==> config.mk <==
export PLATFORM = sky130hd
export DESIGN_NAME = isr_state_unit
export DESIGN_NICKNAME = d
export VERILOG_FILES = /design/src/rtl/isr_pkg.sv /design/src/rtl/isr_ctrl.sv /design/src/rtl/isr_dpath.sv /design/src/rtl/isr_state_unit.sv
export SDC_FILE = /design/constraint.sdc
export NUM_CORES = 1
export LEC_CHECK = 0
export ABC_AREA = 1
export BUFFER_PORTS_ARGS = -buffer_cell sky130_fd_sc_hd__buf_2
export CAP_MARGIN = 20
export CELL_PAD_IN_SITES_DETAIL_PLACEMENT = 2
export CELL_PAD_IN_SITES_GLOBAL_PLACEMENT = 2
export CORE_UTILIZATION = 22
export CTS_CLUSTER_DIAMETER = 150
export DETAILED_ROUTE_END_ITERATION = 16
export PLACE_DENSITY_LB_ADDON = 0.25
export REMOVE_ABC_BUFFERS = 1
export SYNTH_ARGS = -nofsm -noshare
export SYNTH_HDL_FRONTEND = slang
export SYNTH_SLANG_ARGS = --single-unit
==> constraint.sdc <==
create_clock -name clk -period 0.93 [get_ports clk]
set_input_delay 0.186 -clock clk [delete_from_list [all_inputs] [get_ports clk]]
set_output_delay 0.186 -clock clk [all_outputs]
set_load 0.05 [all_outputs]
==> src/rtl/isr_pkg.sv <==
`timescale 1ns/1ps
package isr_pkg;
  // Control-to-datapath strobes
  typedef struct packed {
    logic capture;
    logic restore;
    logic wrAddr;
    logic wrState;
  } isrStrobe_t;

  localparam logic SEL_ADDR  = 1'b0;
  localparam logic SEL_STATE = 1'b1;
endpackage

==> src/rtl/isr_ctrl.sv <==
`timescale 1ns/1ps
module isr_ctrl
  import isr_pkg::*;
(
  input  logic       takeIrq,
  input  logic       doReturn,
  input  logic       sprWrEn,
  input  logic       sprSel,
  output isrStrobe_t strobe,
  output logic       resumeValid
);
  always_comb begin
    strobe.capture = takeIrq;
    // Restore is suppressed if an interrupt is (illegally) present too
    strobe.restore = doReturn & ~takeIrq;
    // Interrupt capture wins over any software write
    strobe.wrAddr  = sprWrEn & (sprSel == SEL_ADDR)  & ~takeIrq;
    strobe.wrState = sprWrEn & (sprSel == SEL_STATE) & ~takeIrq;
    resumeValid    = strobe.restore;
  end
endmodule

==> src/rtl/isr_dpath.sv <==
`timescale 1ns/1ps
module isr_dpath
  import isr_pkg::*;
#(
  parameter int XLEN    = 32,
  parameter int RSV_LSB = 2
) (
  input  logic            clk,
  input  logic            rst,
  input  isrStrobe_t      strobe,
  input  logic [XLEN-1:0] irqRetAddr,
  input  logic [XLEN-1:0] sprWrData,
  input  logic            sprSel,
  output logic [XLEN-1:0] addrQ,
  output logic [XLEN-1:0] stateQ,
  output logic [XLEN-1:0] msrQ,
  output logic [XLEN-1:0] sprRdData
);
  localparam logic [XLEN-1:0] LOW_ONES  = (XLEN'(1) << RSV_LSB) - XLEN'(1);
  localparam logic [XLEN-1:0] ADDR_MASK = ~LOW_ONES;

  always_ff @(posedge clk) begin
    if (rst) begin
      addrQ  <= '0;
      stateQ <= '0;
      msrQ   <= '0;
    end else if (strobe.capture) begin
      addrQ  <= irqRetAddr & ADDR_MASK;
      stateQ <= msrQ;
      msrQ   <= '0;
    end else begin
      if (strobe.wrAddr)  addrQ  <= sprWrData & ADDR_MASK;
      if (strobe.wrState) stateQ <= sprWrData;
      if (strobe.restore) msrQ   <= stateQ;
    end
  end

  always_comb begin
    sprRdData = (sprSel == SEL_STATE) ? stateQ : addrQ;
  end
endmodule

==> src/rtl/isr_state_unit.sv <==
`timescale 1ns/1ps
module isr_state_unit
  import isr_pkg::*;
(
  input  logic        clk,
  input  logic        rst,
  input  logic        takeIrq,
  input  logic [31:0] irqRetAddr,
  input  logic        doReturn,
  output logic        resumeValid,
  output logic [31:0] resumeAddr,
  output logic [31:0] msrOut,
  input  logic        sprWrEn,
  input  logic        sprSel,
  input  logic [31:0] sprWrData,
  output logic [31:0] sprRdData
);
  localparam int XLEN    = 32;
  localparam int RSV_LSB = 2;

  isrStrobe_t      strobe;
  logic [XLEN-1:0] addrQ;
  logic [XLEN-1:0] stateQ;

  isr_ctrl u_ctrl (
    .takeIrq    (takeIrq),
    .doReturn   (doReturn),
    .sprWrEn    (sprWrEn),
    .sprSel     (sprSel),
    .strobe     (strobe),
    .resumeValid(resumeValid)
  );

  isr_dpath #(.XLEN(XLEN), .RSV_LSB(RSV_LSB)) u_dpath (
    .clk       (clk),
    .rst       (rst),
    .strobe    (strobe),
    .irqRetAddr(irqRetAddr),
    .sprWrData (sprWrData),
    .sprSel    (sprSel),
    .addrQ     (addrQ),
    .stateQ    (stateQ),
    .msrQ      (msrOut),
    .sprRdData (sprRdData)
  );

  assign resumeAddr = addrQ;
endmodule

## After elaboration in Yosys (flattened, before gate mapping)

Cells that the tools add are included.

| storage, ports and cells | value |
|---|---|
| word-level logic and storage cells | 18 |
| input port bits | 70 |
| output and inout bits | 97 |
| register bits after elaboration | 94 |

| operators by class | value |
|---|---|
| bitwise logic cells | 7 |
| reductions and logical operators | 3 |
| muxes and demuxes | 5 |

Operators by type and width:

| cell | number |
|---|---|
| $mux 32 | 5 |
| $and 1x1->1 | 5 |
| $reduce_bool 2->1 | 2 |
| $not 1->1 | 2 |
| $reduce_or 2->1 | 1 |

## Logic depth before layout (Yosys ltp)

| depth | value |
|---|---|
| word-level depth | 5 |
| depth in mapped cells | 7 |
| depth with buffers taken out | 5 |

## Modules after synthesis

Synthesis repeated with hierarchy kept, for this count alone.

| unflattened totals | value |
|---|---|
| cells, all modules | 663 |
| area, all modules | 4469.3 sq um |

Modules (own cells, without submodules):

| module | times used | cells each | area each (sq um) |
|---|---|---|---|
| isr_dpath | 1 | 654 | 4425.5 |
| isr_ctrl | 1 | 9 | 43.8 |

## Worst setup path before layout

OpenSTA, ideal clock, no wires.

| timing path | value |
|---|---|
| path kind | reg2out |
| start point | reg u_dpath.addrQ[10] |
| end point | out sprRdData[10] |
| data required time | 744 ps |
| path buffers | 0 |
| arrival time | 1823 ps |
| setup slack | -1079 ps |
| cell stages (with the launch flop) | 3 |
| path through | dfxtp_1 inv_1 o21ai_0 |

| on the way | value |
|---|---|
| cells in the longest elaborated chain, start to end | 1 |

Ends and longest elaborated chain:

| what | line | text |
|---|---|---|
| start: declaration | isr_dpath.sv:14 | `output logic [XLEN-1:0] addrQ,` |
| start signal: assignment | isr_dpath.sv:28 | `addrQ <= irqRetAddr & ADDR_MASK;` |
| start signal: assignment | isr_dpath.sv:32 | `if (strobe.wrAddr) addrQ <= sprWrData & ADDR_MASK;` |
| $mux 32 | isr_dpath.sv:39 | `sprRdData = (sprSel == SEL_STATE) ? stateQ : addrQ;` |
| end: declaration | isr_state_unit.sv:16 | `output logic [31:0] sprRdData` |

Every way passes these cells.

## Final worst setup path

| timing path | value |
|---|---|
| start point | reg u_dpath.addrQ[20] |
| end point | out sprRdData[20] |

The elaborated chain is that of the path after synthesis.

==> key figures <==
Global routing
  – Total grt overflow: 0
  – Initial antenna violation count: 0
  – Gr usage total: roughly 21%
  – Vias in the first global route: 6460
  – Largest net degree at the start of global routing: 33
  – Global-route wire length before repair: 35000 um

Clocking
  – H-tree depth: 3
  – CTS Buf Count: 9
  – CTS tree: done
  – CTS Root Cell: clkbuf_16
  – Clock-pin transition on the worst setup and hold timing paths: roughly 0.070 ns
  – Clock buffer depth: 2
  – Clk_lat worst skew: 0.35 ns
  – Post-CTS Hold Buffers: 0
  – Sinks on the clock net: 94

Logic synthesis
  – Yosys reg bits: between 90 and 100
  – EDFF count, synth: 0
  – Top-area cell type share of the netlist area: 40.6%
  – Seq/Total Area, Yosys: 40.6%
  – Commonest cells in the netlist: nand2_1, nor2_1, dfxtp_1, o21ai_0, inv_1
  – Netlist cell types: 17
  – Mapped Cells: about 750
  – Post-Syn Area per Cell: 6.16 sq um
  – Yosys warning count: 0
  – Synth Flop Type: dfxtp_1
  – FFs w/ async S/R, synth: 0%
  – Yosys top cell by area: dfxtp_1
  – Most numerous cell in the Yosys netlist: nand2_1
  – Post-Syn Area: approximately 4600 sq um
  – Largest cells by area after synthesis: dfxtp_1, nand2_1, nor2_1

Pwr
  – VDD IR max: 0.854 mV
  – Tot Pwr: 13.3 mW
  – Cell leakage power: roughly 4.4 nW
  – Pwr/cell area: ~1400 nW/um^2

Place
  – Post-DP HPWL: 13600 um
  – Placed inst area: 6430 sq um
  – Gp weighted congestion: 0.710
  – Cell count after placement: 1213
  – I/O Buffers: 162

Run status
  – Status: finished, violations left
  – Failing checks: setup timing

Timing
  – Slew Limit Fails: 0
  – Final worst setup slack: -0.346 ns
  – Final hold viol count: 0
  – Setup TNS: -30.69 ns
  – RSZ-0062 raised after global routing: yes
  – Skew final: 0.00286 ns
  – Setup Viol. Count Final: 158
  – Fmax: approximately 780 MHz
  – Min cycle time layout: 1.28 ns
  – Fin crit share: 137%

Cells and area
  – Layout Utilization: between 40% and 50%
  – Nets: 1110
  – Antenna diodes: 0
  – Share of post-route cells with drive strength above 1: 53.1%
  – Area delta synth->final: 99.3%
  – Final non-filler cell total: 1315
  – Post-route cell area: around 9000 sq um

Setup path
  – Crit-path cells: inv_2, o21ai_2, buf_6
  – Setup crit start kind: flip-flop
  – WP data arrival: 1.09 ns
  – CP Capture Type: output pin
  – Worst stage delay on the critical path: 0.36 ns
  – CP Max Fanout: 2
  – CP max stage cell: dfxtp_2
  – CP required: 0.74 ns
  – Critical Setup Path Class: reg2out

Detailed routing
  – DRC: 0
  – Drt total wl: 25500 um
  – Via Count: 6069
  – Routed met3 length: around 990 um
  – Routed WL per cell: 19.4 um
  – DRT iter0 DRCs: around 170
  – First-pass iteration count of the detailed router: 4
  – M1 WL: 10700 um
  – Met2 WL: roughly 13000 um
  – Top layer in use: met4
  – Post-route ant nets: 0
  – Via density: 4.62

Floorplanning
  – Core ar.: about 20000 sq um
  – Row cnt: 52
  – Initial core utilization: 22.7%
  – Die Wd: 147 um
  – Ports: 167
  – Die area: ~22000 sq um
  – Die Ht: 147 um

Job
  – Max cap viols: 0

Worst hold path
  – Hold Path Class: in2reg
-- placed cells by master (no fill, tap or decap), drive strengths merged --
cell type	n
nand3	50
conb	2
inv	54
bufbuf	1
buf	320
clkinv	5
o21ai	62
nand2	252
nand3b	12
a21oi	22
bufinv	1
clkbuf	20
nor2	150
dfxtp	94
-- stage by stage --
step                hold WS, ns  setup WS (ns)
floorplan                 0.365          -1.33
global placement          0.461         -0.387
detailed placement        0.466         -0.428
CTS                       0.139         -0.344
global route              0.168         -0.384
finish                    0.146         -0.346
-- per-layer routing --
layer,vias up,GRT usage [%]
met3,25,3.29
li1,2899,-
met2,147,38.2
met4,0,4.33
met1,2998,25.3
met5,-,0
-- sequential cells by signal, indices dropped and copies added, names as in the netlist --
signal	cells
u_dpath.stateQ	32
u_dpath.addrQ	30
u_dpath.msrQ	32
-- area by class of cell --
class                           count  area [sq um]
Sequential cell                    94          2010
Timing Repair Buffer              329          3560
Multi-Input combinational cell    550          2790
Clock inverter                      4          45.0
Fill cell                        2296         11200
Tap cell                          270           338
Inverter                           56           224
Clock buffer                       12           256
-- worst max-delay path, delay by kind of cell, from the launching register on --
kind / cells / cell delay, ns
flip-flops: 1 / 0.36
AO/OA/AOI/OAI: 1 / 0.14
buffers and inverters: 2 / 0.24
-- report_power, final --
| group | leakage [nW] | switching [mW] | internal [mW] |
|---|---|---|---|
| sequential | 0.805 | 0.221 | 4.30 |
| combinational | 3.47 | 2.76 | 2.11 |
| clock | 0.152 | 1.72 | 2.22 |
-- kinds of logic after synthesis --
| kind of cell | count (synthesis) | synth area share, % |
|---|---|---|
| AO/OA/AOI/OAI | 84 | 9.16 |
| other | 1 | 0.0810 |
| flip-flops | 94 | 40.6 |
| AND/OR/NAND/NOR | 464 | 40.1 |
| buffers and inverters | 109 | 10.0 |
-- worst paths after layout --
path | from | slack, ns | end | cells after the start
setup / recovery | u_dpath.addrQ[20]$_SDFFE_PP0P_ | -0.35 | sprRdData[20] | 3
hold / removal | irqRetAddr[4] | 0.15 | u_dpath.addrQ[4]$_SDFFE_PP0P_ | 5
setup reg to reg | u_dpath.addrQ[16]$_SDFFE_PP0P_ | -0.22 | u_dpath.addrQ[16]$_SDFFE_PP0P_ | 7
hold reg to reg | u_dpath.stateQ[13]$_SDFFE_PP0P_ | 0.47 | u_dpath.msrQ[13]$_SDFFE_PP0P_ | 2
-- repair_timing --
item | CTS | global route
pin swaps | 15 | 48
resized for setup | 466 | 161
setup endpoints to repair | 125 | 164
buffers inserted | 48 | 40
cloned | 2 | 10
(Power assumes the default switching activity.)
